File: src/rtl/spd_pkg.sv
package spd_pkg;
  localparam int unsigned NUM_STEPS = 7;
  localparam int unsigned STEP_W    = 3;
  localparam logic [7:0]  PRESENT_CODE = 8'h04;
  localparam logic [7:0]  SPEED_A_CODE = 8'h75;
  localparam logic [7:0]  SPEED_B_CODE = 8'h54;

  typedef enum logic [2:0] {
    CAUSE_NONE     = 3'd0,
    CAUSE_SPEED_A  = 3'd1,
    CAUSE_SPEED_B  = 3'd2,
    CAUSE_SMALL    = 3'd3,
    CAUSE_LARGE    = 3'd4,
    CAUSE_BANKS    = 3'd5,
    CAUSE_PAGE     = 3'd6
  } cause_e;

  // step order: presence, speed a, speed b, density, banks, columns, width
  typedef logic [NUM_STEPS-1:0][7:0] spd_bytes_t;

  function automatic logic [7:0] step_index(input logic [STEP_W-1:0] step);
    case (step)
      3'd0:    return 8'd2;
      3'd1:    return 8'd9;
      3'd2:    return 8'd10;
      3'd3:    return 8'd31;
      3'd4:    return 8'd5;
      3'd5:    return 8'd4;
      default: return 8'd6;
    endcase
  endfunction

  function automatic logic [7:0] top_bit(input logic [7:0] v);
    logic [7:0] r;
    r = '0;
    for (int i = 0; i < 8; i++) if (v[i]) r = 8'(1) << i;
    return r;
  endfunction
endpackage

File: src/rtl/spd_seq.sv
module spd_seq
  import spd_pkg::*;
#(
  parameter int unsigned NUM_SOCK = 2,
  parameter int unsigned SOCK_W   = 1
) (
  input  logic              clk_i,
  input  logic              rst_ni,
  input  logic              start_i,
  input  logic              rd_valid_i,
  input  logic [7:0]        rd_data_i,
  input  logic              eval_err_i,
  input  logic [2:0]        eval_cause_i,
  output logic              rd_req_o,
  output logic [SOCK_W-1:0] sock_o,
  output logic [7:0]        rd_idx_o,
  output spd_bytes_t        bytes_o,
  output logic              clr_o,
  output logic              wr_o,
  output logic              last_o,
  output logic              done_o,
  output logic              err_o,
  output logic [SOCK_W-1:0] err_sock_o,
  output logic [2:0]        err_cause_o
);
  typedef enum logic [2:0] {S_IDLE, S_READ, S_EVAL, S_DONE, S_ERR} state_e;
  localparam logic [STEP_W-1:0] LAST_STEP = STEP_W'(NUM_STEPS - 1);
  localparam logic [SOCK_W-1:0] LAST_SOCK = SOCK_W'(NUM_SOCK - 1);

  state_e            state_q;
  logic [STEP_W-1:0] step_q;
  logic [SOCK_W-1:0] sock_q;
  spd_bytes_t        bytes_q;
  logic [SOCK_W-1:0] esock_q;
  logic [2:0]        ecause_q;

  assign clr_o  = start_i && (state_q == S_IDLE || state_q == S_DONE || state_q == S_ERR);
  assign last_o = (sock_q == LAST_SOCK);
  assign wr_o   = (state_q == S_EVAL) && !eval_err_i;

  always_ff @(posedge clk_i or negedge rst_ni) begin
    if (!rst_ni) begin
      state_q  <= S_IDLE;
      step_q   <= '0;
      sock_q   <= '0;
      bytes_q  <= '0;
      esock_q  <= '0;
      ecause_q <= '0;
    end else if (clr_o) begin
      state_q  <= S_READ;
      step_q   <= '0;
      sock_q   <= '0;
      esock_q  <= '0;
      ecause_q <= '0;
    end else begin
      case (state_q)
        S_READ: if (rd_valid_i) begin
          bytes_q[step_q] <= rd_data_i;
          if ((step_q == '0 && rd_data_i != PRESENT_CODE) || step_q == LAST_STEP)
            state_q <= S_EVAL;
          else
            step_q <= step_q + 1'b1;
        end
        S_EVAL: begin
          if (eval_err_i) begin
            state_q  <= S_ERR;
            esock_q  <= sock_q;
            ecause_q <= eval_cause_i;
          end else if (last_o) begin
            state_q <= S_DONE;
          end else begin
            sock_q  <= sock_q + 1'b1;
            step_q  <= '0;
            state_q <= S_READ;
          end
        end
        S_DONE:  state_q <= S_IDLE;
        default: ;
      endcase
    end
  end

  assign rd_req_o    = (state_q == S_READ);
  assign sock_o      = sock_q;
  assign rd_idx_o    = step_index(step_q);
  assign bytes_o     = bytes_q;
  assign done_o      = (state_q == S_DONE);
  assign err_o       = (state_q == S_ERR);
  assign err_sock_o  = esock_q;
  assign err_cause_o = ecause_q;
endmodule

File: src/rtl/spd_eval.sv
module spd_eval
  import spd_pkg::*;
#(
  parameter int unsigned BND_W = 8
) (
  input  spd_bytes_t       bytes_i,
  output logic [BND_W-1:0] side1_o,
  output logic [BND_W-1:0] side2_o,
  output logic [7:0]       attr_o,
  output logic             err_o,
  output logic [2:0]       cause_o
);
  logic       present;
  logic [7:0] dens, banks, cols, width;
  logic [7:0] s1_bit, rest, s2_raw, s2_bit;
  logic [39:0] page_bits;
  logic [39:0] page_kb;
  logic        page_ok;
  logic [1:0]  page_idx;
  cause_e      cause;

  assign present = (bytes_i[0] == PRESENT_CODE);
  assign dens    = bytes_i[3];
  assign banks   = bytes_i[4];
  assign cols    = bytes_i[5];
  assign width   = bytes_i[6];

  always_comb begin
    s1_bit = top_bit(dens);
    rest   = dens & ~s1_bit;
    if (banks <= 8'd1)               s2_raw = '0;
    else if (rest == '0)             s2_raw = s1_bit;
    else if ($countones(rest) == 1)  s2_raw = rest;
    else                             s2_raw = '0;
    // asymmetric modules drop to single-sided
    s2_bit = (s2_raw != '0 && s2_raw != s1_bit) ? '0 : s2_raw;
  end

  always_comb begin
    page_bits = (40'd1 << cols[4:0]) * {32'd0, width};
    page_kb   = page_bits >> 13;
    page_ok   = (cols <= 8'd23);
    page_idx  = 2'd0;
    case (page_kb)
      40'd2:   page_idx = 2'd0;
      40'd4:   page_idx = 2'd1;
      40'd8:   page_idx = 2'd2;
      40'd16:  page_idx = 2'd3;
      default: page_ok  = 1'b0;
    endcase
  end

  always_comb begin
    if      (bytes_i[1] != SPEED_A_CODE)   cause = CAUSE_SPEED_A;
    else if (bytes_i[2] != SPEED_B_CODE)   cause = CAUSE_SPEED_B;
    else if (s1_bit < 8'd8)                cause = CAUSE_SMALL;
    else if (s1_bit > 8'd64)               cause = CAUSE_LARGE;
    else if (banks != 8'd1 && banks != 8'd2) cause = CAUSE_BANKS;
    else if (!page_ok)                     cause = CAUSE_PAGE;
    else                                   cause = CAUSE_NONE;
  end

  always_comb begin
    if (!present) begin
      side1_o = '0;
      side2_o = '0;
      attr_o  = 8'hFF;
      err_o   = 1'b0;
      cause_o = CAUSE_NONE;
    end else begin
      side1_o = BND_W'(s1_bit >> 3);
      side2_o = BND_W'(s2_bit >> 3);
      attr_o  = (banks == 8'd1) ? {4'hF, 2'b00, page_idx} : {2'b00, page_idx, 2'b00, page_idx};
      err_o   = (cause != CAUSE_NONE);
      cause_o = cause;
    end
  end
endmodule

File: src/rtl/spd_regfile.sv
module spd_regfile #(
  parameter int unsigned NUM_SOCK = 2,
  parameter int unsigned SOCK_W   = 1,
  parameter int unsigned BND_W    = 8,
  localparam int unsigned NUM_BND = 2 * NUM_SOCK + 2
) (
  input  logic                     clk_i,
  input  logic                     rst_ni,
  input  logic                     clr_i,
  input  logic                     wr_i,
  input  logic                     last_i,
  input  logic [SOCK_W-1:0]        sock_i,
  input  logic [BND_W-1:0]         side1_i,
  input  logic [BND_W-1:0]         side2_i,
  input  logic [7:0]               attr_i,
  output logic [NUM_BND*BND_W-1:0] bnd_o,
  output logic [NUM_SOCK*8-1:0]    attr_o
);
  logic [BND_W-1:0] base_q, top_q, lo_nxt, hi_nxt;

  assign lo_nxt = base_q + side1_i;
  assign hi_nxt = lo_nxt + side2_i;

  always_ff @(posedge clk_i or negedge rst_ni) begin
    if (!rst_ni) begin
      base_q <= '0;
      top_q  <= '0;
    end else if (clr_i) begin
      base_q <= '0;
      top_q  <= '0;
    end else if (wr_i) begin
      base_q <= hi_nxt;
      if (last_i) top_q <= hi_nxt;
    end
  end

  for (genvar g = 0; g < NUM_SOCK; g++) begin : g_sock
    logic [BND_W-1:0] lo_q, hi_q;
    logic [7:0]       at_q;
    always_ff @(posedge clk_i or negedge rst_ni) begin
      if (!rst_ni) begin
        lo_q <= '0;
        hi_q <= '0;
        at_q <= 8'hFF;
      end else if (clr_i) begin
        lo_q <= '0;
        hi_q <= '0;
        at_q <= 8'hFF;
      end else if (wr_i && sock_i == SOCK_W'(g)) begin
        lo_q <= lo_nxt;
        hi_q <= hi_nxt;
        at_q <= attr_i;
      end
    end
    assign bnd_o[(2*g)*BND_W +: BND_W]   = lo_q;
    assign bnd_o[(2*g+1)*BND_W +: BND_W] = hi_q;
    assign attr_o[g*8 +: 8]              = at_q;
  end

  assign bnd_o[(NUM_BND-2)*BND_W +: BND_W] = top_q;
  assign bnd_o[(NUM_BND-1)*BND_W +: BND_W] = top_q;
endmodule

File: src/rtl/spd_row_calc.sv
module spd_row_calc
  import spd_pkg::*;
#(
  parameter int unsigned NUM_SOCK = 2,
  parameter int unsigned BND_W    = 8,
  localparam int unsigned SOCK_W  = (NUM_SOCK > 1) ? $clog2(NUM_SOCK) : 1,
  localparam int unsigned NUM_BND = 2 * NUM_SOCK + 2
) (
  input  logic                     clk_i,
  input  logic                     rst_ni,
  input  logic                     start_i,
  output logic                     rd_req_o,
  output logic [SOCK_W-1:0]        rd_sock_o,
  output logic [7:0]               rd_idx_o,
  input  logic                     rd_valid_i,
  input  logic [7:0]               rd_data_i,
  output logic [NUM_BND*BND_W-1:0] bnd_o,
  output logic [NUM_SOCK*8-1:0]    attr_o,
  output logic                     done_o,
  output logic                     err_o,
  output logic [SOCK_W-1:0]        err_sock_o,
  output logic [2:0]               err_cause_o
);
  spd_bytes_t       bytes;
  logic             clr, wr, last, eval_err;
  logic [2:0]       eval_cause;
  logic [BND_W-1:0] side1, side2;
  logic [7:0]       attr;

  spd_seq #(.NUM_SOCK(NUM_SOCK), .SOCK_W(SOCK_W)) u_seq (
    .clk_i, .rst_ni, .start_i, .rd_valid_i, .rd_data_i,
    .eval_err_i(eval_err), .eval_cause_i(eval_cause),
    .rd_req_o, .sock_o(rd_sock_o), .rd_idx_o, .bytes_o(bytes),
    .clr_o(clr), .wr_o(wr), .last_o(last),
    .done_o, .err_o, .err_sock_o, .err_cause_o
  );

  spd_eval #(.BND_W(BND_W)) u_eval (
    .bytes_i(bytes), .side1_o(side1), .side2_o(side2), .attr_o(attr),
    .err_o(eval_err), .cause_o(eval_cause)
  );

  spd_regfile #(.NUM_SOCK(NUM_SOCK), .SOCK_W(SOCK_W), .BND_W(BND_W)) u_rf (
    .clk_i, .rst_ni, .clr_i(clr), .wr_i(wr), .last_i(last), .sock_i(rd_sock_o),
    .side1_i(side1), .side2_i(side2), .attr_i(attr), .bnd_o, .attr_o
  );
endmodule

File: config.mk
export PLATFORM = sky130hd
export DESIGN_NAME = spd_row_calc
export DESIGN_NICKNAME = d
export VERILOG_FILES = /design/src/rtl/spd_pkg.sv /design/src/rtl/spd_seq.sv /design/src/rtl/spd_eval.sv /design/src/rtl/spd_regfile.sv /design/src/rtl/spd_row_calc.sv
export SDC_FILE = /design/constraint.sdc
export NUM_CORES = 1
export LEC_CHECK = 0
export BUFFER_PORTS_ARGS = -buffer_cell sky130_fd_sc_hd__buf_2
export CORE_AREA = 2 2 165 167
export DETAILED_ROUTE_END_ITERATION = 16
export DIE_AREA = 0 0 167 169
export PLACE_DENSITY = 0.88
export SLEW_MARGIN = 20
export SYNTH_ARGS = -nofsm -noshare
export SYNTH_HDL_FRONTEND = slang
export SYNTH_HIERARCHICAL = 1
export SYNTH_SLANG_ARGS = --single-unit
File: constraint.sdc
create_clock -name clk_i -period 22.4 [get_ports clk_i]
set_input_delay 4.48 -clock clk_i [delete_from_list [all_inputs] [get_ports clk_i]]
set_output_delay 4.48 -clock clk_i [all_outputs]
set_load 0.03 [all_outputs]
# == After elaboration in Yosys (flattened, before gate mapping) ==
# Cells that the tools add are included.
# totals
input_bits,12
reg_bits,131
elab_cells,173
out_inout_bits,80
# op_classes
shifts,1
reduce_logical,32
eq_ne,29
n_mul,1
bitwise,4
magnitude_cmp,6
add_sub_neg,11
n_mux,69
# ops
cell,count
two-way mux 8 bit,30
adder 32 bit,3
two-way mux 3 bit,19
bitwise mux 56 bit,1
multiplier 40 x 8 -> 40 bit,1
<< shifter 1 x 5 -> 40 bit (first input constant),1
== test 32 x 2 -> 1 bit (second input constant),1
case mux 5 bit (6 select lines),1
== test 27 x 2 -> 1 bit (second input constant),1
== test 27 x 3 -> 1 bit (second input constant),1
== test 27 x 4 -> 1 bit (second input constant),1
== test 27 x 5 -> 1 bit (second input constant),1
demux 8 bit (select 3 bit),1
adder 8 x 5 -> 8 bit,2
inequality test 8 x 7 -> 1 bit (second input constant),2
== test 3 x 2 -> 1 bit (second input constant),4
== test 3 bit (second input constant),4
nonzero test 2 bit,6
two-way mux 1 bit,10
two-way mux 5 bit,2
inequality test 3 bit (second input constant),3
case mux 3 bit (3 select lines),1
adder 1 x 1 -> 2 bit,4
AND 8 bit,1
other kinds (34),52

# == Longest topological paths before layout ==
# logic_depth
depth_word,25
mapped_depth,30
mapped_depth_nobuf,28

# == Cells and area by module ==
# Netlist, hierarchy kept.
# by_module_without_submodules
module,seq_area_each_um2,instances,area_each_um2,cells_per_inst
spd_eval,0.0,1,9041.2,1139
spd_regfile,1621.6,1,3400.8,374
spd_seq,1676.6,1,2977.9,214

# == Worst setup path before layout ==
# Ideal clock, no wire load.
# synth_timing
path_type,reg2reg
startpoint,"register u_seq.bytes_q, in the netlist u_seq/bytes_o[41]"
endpoint,register u_rf.g_sock[0].lo_q[2]
path_stages_with_launch,27
setup_time_ns,0.094
t_required_ns,22.306
slack_ns,14.737
arrival_time_ns,7.569
synth_period_minus_slack_ns,7.663
path_buffers,2
cell_sequence,dfrtp_1 > or3b_2 > nor2_1 > and2_1 > fa_1 > fa_1 > fa_1 > inv_1 > fa_1 > inv_1 > ha_1 > o21a_1 > and4_1 > and3b_1 > o2111a_1 > or4_1 > a21o_1 > or4_4 > nor4_2 > a21oi_1 > nor3_1 > clkbuf_1 > inv_1 > nor2_1 > clkbuf_1 > nor2_1 > a211oi_1
# synth_between
elab_chain_cells,17
word_cells_on_any_way,21
cone_classes,mul (1); order compare (1); eq/ne (4); shift (1); mux (8); reduce/logical (6)
# synth_lines
item,line_no,source
"start, declared",spd_seq.sv:33,spd_bytes_t bytes_q;
"start signal, assigned by index",spd_seq.sv:58,bytes_q[step_q] <= rd_data_i;
<< shifter 1 x 5 -> 40 bit,spd_eval.sv:40,"page_bits = (40'd1 << cols[4:0]) * {32'd0, width};"
multiplier 40 x 8 -> 40 bit,spd_eval.sv:40,
"== test 27 x 2 -> 1 bit, or another cell as far along",spd_eval.sv:44,case (page_kb)
OR reduction 4 bit (no line),--,
two-way mux 1 bit *,spd_eval.sv:44,
two-way mux 3 bit *,spd_eval.sv:59,else if (!page_ok) cause = CAUSE_PAGE;
two-way mux 3 bit *,spd_eval.sv:58,else if (banks != 8'd1 && banks != 8'd2) cause = CAUSE_BANKS;
two-way mux 3 bit *,spd_eval.sv:57,else if (s1_bit > 8'd64) cause = CAUSE_LARGE;
[... 3 more ...],--,
nonzero test 3 bit *,spd_eval.sv:74,err_o = (cause != CAUSE_NONE);
two-way mux 1 bit *,spd_eval.sv:64,if (!present) begin
net eval_err,spd_row_calc.sv:25,"logic clr, wr, last, eval_err;"
zero test 1 bit *,spd_seq.sv:39,assign wr_o = (state_q == S_EVAL) && !eval_err_i;
logical AND 1 bit *,spd_seq.sv:39,
net wr,spd_row_calc.sv:25,
logical AND 1 bit *,spd_regfile.sv:49,end else if (wr_i && sock_i == SOCK_W'(g)) begin
nonzero test 2 bit (no line) *,--,
"end signal, assigned",spd_regfile.sv:50,lo_q <= lo_nxt;
"end, declared",spd_regfile.sv:38,"logic [BND_W-1:0] lo_q, hi_q;"
# The timed path passes the listed nets; every way through them passes the cells marked *.
# A chain may end at the register's enable or synchronous reset.

# == Final worst setup path ==
# layout_timing
startpoint,"register u_seq.bytes_q, in the netlist u_seq/bytes_o[41]"
endpoint,register u_rf.g_sock[0].hi_q[4]
# layout_between
elab_chain_cells,17
word_cells_on_any_way,21
cone_classes,mul (1); order compare (1); eq/ne (4); shift (1); mux (8); reduce/logical (6)
# layout_lines
item,line_no,source
<< shifter 1 x 5 -> 40 bit,spd_eval.sv:40,
multiplier 40 x 8 -> 40 bit,spd_eval.sv:40,
"== test 27 x 2 -> 1 bit, or another cell as far along",spd_eval.sv:44,
OR reduction 4 bit (no line),--,
two-way mux 1 bit *,spd_eval.sv:44,
two-way mux 3 bit *,spd_eval.sv:59,
two-way mux 3 bit *,spd_eval.sv:58,
two-way mux 3 bit *,spd_eval.sv:57,
[... 3 more ...],--,
nonzero test 3 bit *,spd_eval.sv:74,
two-way mux 1 bit *,spd_eval.sv:64,
net eval_err,spd_row_calc.sv:25,
zero test 1 bit *,spd_seq.sv:39,
logical AND 1 bit *,spd_seq.sv:39,
net wr,spd_row_calc.sv:25,
logical AND 1 bit *,spd_regfile.sv:49,
nonzero test 2 bit (no line) *,--,
"end signal, assigned",spd_regfile.sv:51,hi_q <= hi_nxt;
"end, declared",spd_regfile.sv:38,
# Marks and branches as above.

==> out/qor.yml <==
logic_synthesis:
  synth-seq-area-share: 0.214
  synth_top_cell_area_share: 0.240
  ys_types: 95
  synth.top_cells.by_area: "fa_1 24%, dfrtp_1 19%, nand2_1 7.1%, ha_1 6.2%, and2_1 4.7%"
  synth_most_common_cell: "nand2_1"
  syn_avg_cell_area_um2: 8.93
  synth_top_cell_by_area: "fa_1"
  synth_async_sr_flop_share: 1.00
  number_of_flops_mapped_to_enable_cells_by_yosys: 0
  syn_inst: 1727
  ys_top_cells_by_count: "292 x nand2_1, 185 x fa_1, 135 x inv_1"
  netlist_area_um2: 15400
  yosys_register_bits: 131
  synth_warnings: 6
  synthFlopType: "dfrtp_1"
placed_design:
  routability_congestion_estimate: 0.974
  portBuffers: 88
  place.detailed.hpwl_mm: 30.0
  place_ws_ns: 13.31
  numPlacedInstances: 2066
cts:
  post_cts_buffers: 0
  cts.clk_slew.worst_paths_ns: 0.06
  worstSkewPairLatency_ns: 0.43
  clock_sinks: 131
  clock_tree.buffer_depth: 2
  clock_tree.root_cell: "clkbuf_16"
  postCtsHoldBufs: 0
  cts_htree_levels: 4
  cts_tree: "done"
  cts_buffers: 17
  count_of_instances_resized_after_the_clock_tree_is_built: 0
floorplanning:
  chipHeight_um: 169
  core_region_area_um2: 26500
  initial_utilization: 0.582
  dieArea_um2: 28200
  die_width_um: 167
  design.portCount: 92
  row_cnt: 60
status:
  status: "complete, no violations"
worst_hold_path:
  hold_class: "flip-flop to flip-flop"
critical_path:
  worstPathMaxFanout: 18
  crit_type: "flip-flop to flip-flop"
  cpPeakStageDelay_ns: 0.64
  critPathArrivalTime_ns: 9.72
  timing.critical_path.required_ns: 22.71
  start_kind: "flip-flop"
  timing.critical_path.mode_cell: "fa_1"
  critical_path.slowest_cell: "nor4_2"
  endpoint_kind: "flip-flop"
  r2r_setup_slack_ns: 12.99
drt:
  detailroute.via_count: 13200
  drt-pass1-iter-count: 6
  drc: 0
  count_of_nets_left_with_antenna_violations_after_detail_routing: 0
  initialDrtViolationCount: 1217
  routed_wl_mm: 41.4
  routed_wire_length_per_instance_um: 19.7
  vias_per_cell: 6.30
sta:
  tightest_slew_ns: 1.10
  maxClockFrequency_mhz: 106
  rsz0062_at_grt: "false"
  fin_skew_ns: 0.00988
  final_setup_violation_count: 0
  timing.final.crit_share: 0.420
  final_ws_setup_ns: 12.99
  final-max-slew-violation-count: 0
  timing.setup.tns_ns: 0
  final_hold_viol_count: 0
  final.min_clock_period_ns: 9.41
  slew_headroom: 0.265
grt:
  vias_in_the_first_global_route: 13600
  total_routing_usage_reported_by_global_routing: 0.301
  antenna_found_initial: 0
  grt_max_degree: 70
  globalRouteOverflowTotal: 0
  grt_pass1_wl_mm: 68.7
finish:
  instances_no_fill: 2098
  final_nets: 2018
  layout.filler_cells: 2090
  antenna_cells: 0
  layout_cells_sized_above_1: 0.140
  area_growth_syn_to_layout_pct: 6.74
power_and_ir_drop:
  leakage_uw: 0.00715
  power.density_cell_area_nw_per_um2: 55.4
  finalPower_uw: 912
  worst_ir_drop_vdd_mv: 0.0769
flow_run:
  max_cap_viol_count: 0
final timing paths:
kind                                        startpoint                      to  cells after the start
worst max-delay path                 u_seq/bytes_o[41]  u_rf/g_sock[0].hi_q[4]                     25
worst min-delay path            u_rf/g_sock[0].at_q[7]  u_rf/g_sock[0].at_q[7]                      2
worst max register to register       u_seq/bytes_o[41]  u_rf/g_sock[0].hi_q[4]                     25
worst min register to register  u_rf/g_sock[0].at_q[7]  u_rf/g_sock[0].at_q[7]                      2
max in group asynchronous                       rst_ni       u_seq/bytes_o[55]                      2
min in group asynchronous                       rst_ni  u_rf/g_sock[0].hi_q[7]                      1
through the flow:
stage,util,hold slack [ns],cell area [um^2]
floorplan,-,0.459,15400
global placement,0.599,0.471,15900
detailed placement,0.599,0.472,15900
CTS,0.621,0.485,16500
global route,0.621,0.497,16500
finish,0.621,0.484,16500
area by class of cell:
type	count	area, um^2	share of cell area
flip-flops and latches	131	3310	0.201
multi-input cells	1361	11100	0.677
well taps	341	427	0.0259
clock inverters	13	119	0.00722
repair buffers	95	495	0.0301
inverters	138	520	0.0316
clock buffers	19	454	0.0276
power by group:
part / leakage [uW] / switching [uW] / internal (uW) / total [uW]
clock network: 0.000289 / 111 / 161 / 272
registers: 0.00173 / 40.7 / 295 / 336
logic: 0.00513 / 212 / 92.7 / 305
total: 0.00715 / 364 / 548 / 912
worst max-delay path: cells and delay by family (launching register included):
family          cells  cell delay [ns]
simple gates        9             3.79
fa+ha+maj           5             2.59
compound gates      6             1.37
buf+inv             4             0.76
flops               1             0.45
mux                 1             0.31
cell usage in the layout (no fill, tap or decap), drive strengths merged, types with 6 or more instances in the layout:
| cell | n |
|---|---|
| a211oi | 15 |
| a21o | 15 |
| a21oi | 87 |
| a31oi | 7 |
| and2 | 117 |
| and3 | 16 |
| and4 | 6 |
| buf | 95 |
| clkbuf | 19 |
| conb | 9 |
| dfrtp | 115 |
| dfstp | 16 |
| fa | 185 |
| ha | 77 |
| inv | 145 |
| mux2 | 63 |
| nand2 | 292 |
| nand2b | 6 |
| nand3 | 45 |
| nand3b | 6 |
| nand4 | 17 |
| nor2 | 116 |
| nor3 | 33 |
| nor4 | 6 |
| o2111ai | 6 |
| o211ai | 18 |
| o21a | 12 |
| o21ai | 58 |
| o22ai | 6 |
| o31ai | 10 |
| or3 | 9 |
| or4 | 10 |
| xnor2 | 15 |
| xor2 | 10 |
metal layers:
metal / vias up / track usage / wire length (um)
met3: 129 / 0.0379 / 2970
met4: 0 / 0.120 / 1470
met5: - / 0 / 0
li1: 5833 / - / -
met2: 705 / 0.521 / 20700
met1: 6549 / 0.387 / 16200
cells by family (layout without fill, tap and decap cells):
kind of cell / after synthesis / after routing / synth area share
adders and majority gates: 264 / 264 / 0.304
buffers and inverters: 242 / 265 / 0.0660
DFF: 131 / 131 / 0.214
AOI/OAI and AO/OA: 289 / 289 / 0.123
muxes: 68 / 68 / 0.0497
other: 2 / 9 / 0.000487
xor gates and xnor gates: 25 / 25 / 0.0142
and+or+nand+nor: 706 / 706 / 0.228
sequential cells by signal, summed over array words and instances, names as in the netlist, 3 cells and up:
register,cells
u_seq/err_cause_o,3
u_seq/step_q,3
u_seq/bytes_o,56
u_rf/g_sock.hi_q,16
u_rf/base_q,8
u_rf/top_q,8
u_rf/g_sock.at_q,16
u_rf/g_sock.lo_q,16
u_seq/state_q,3
No activity file was read; power rests on OpenSTA's default activity.
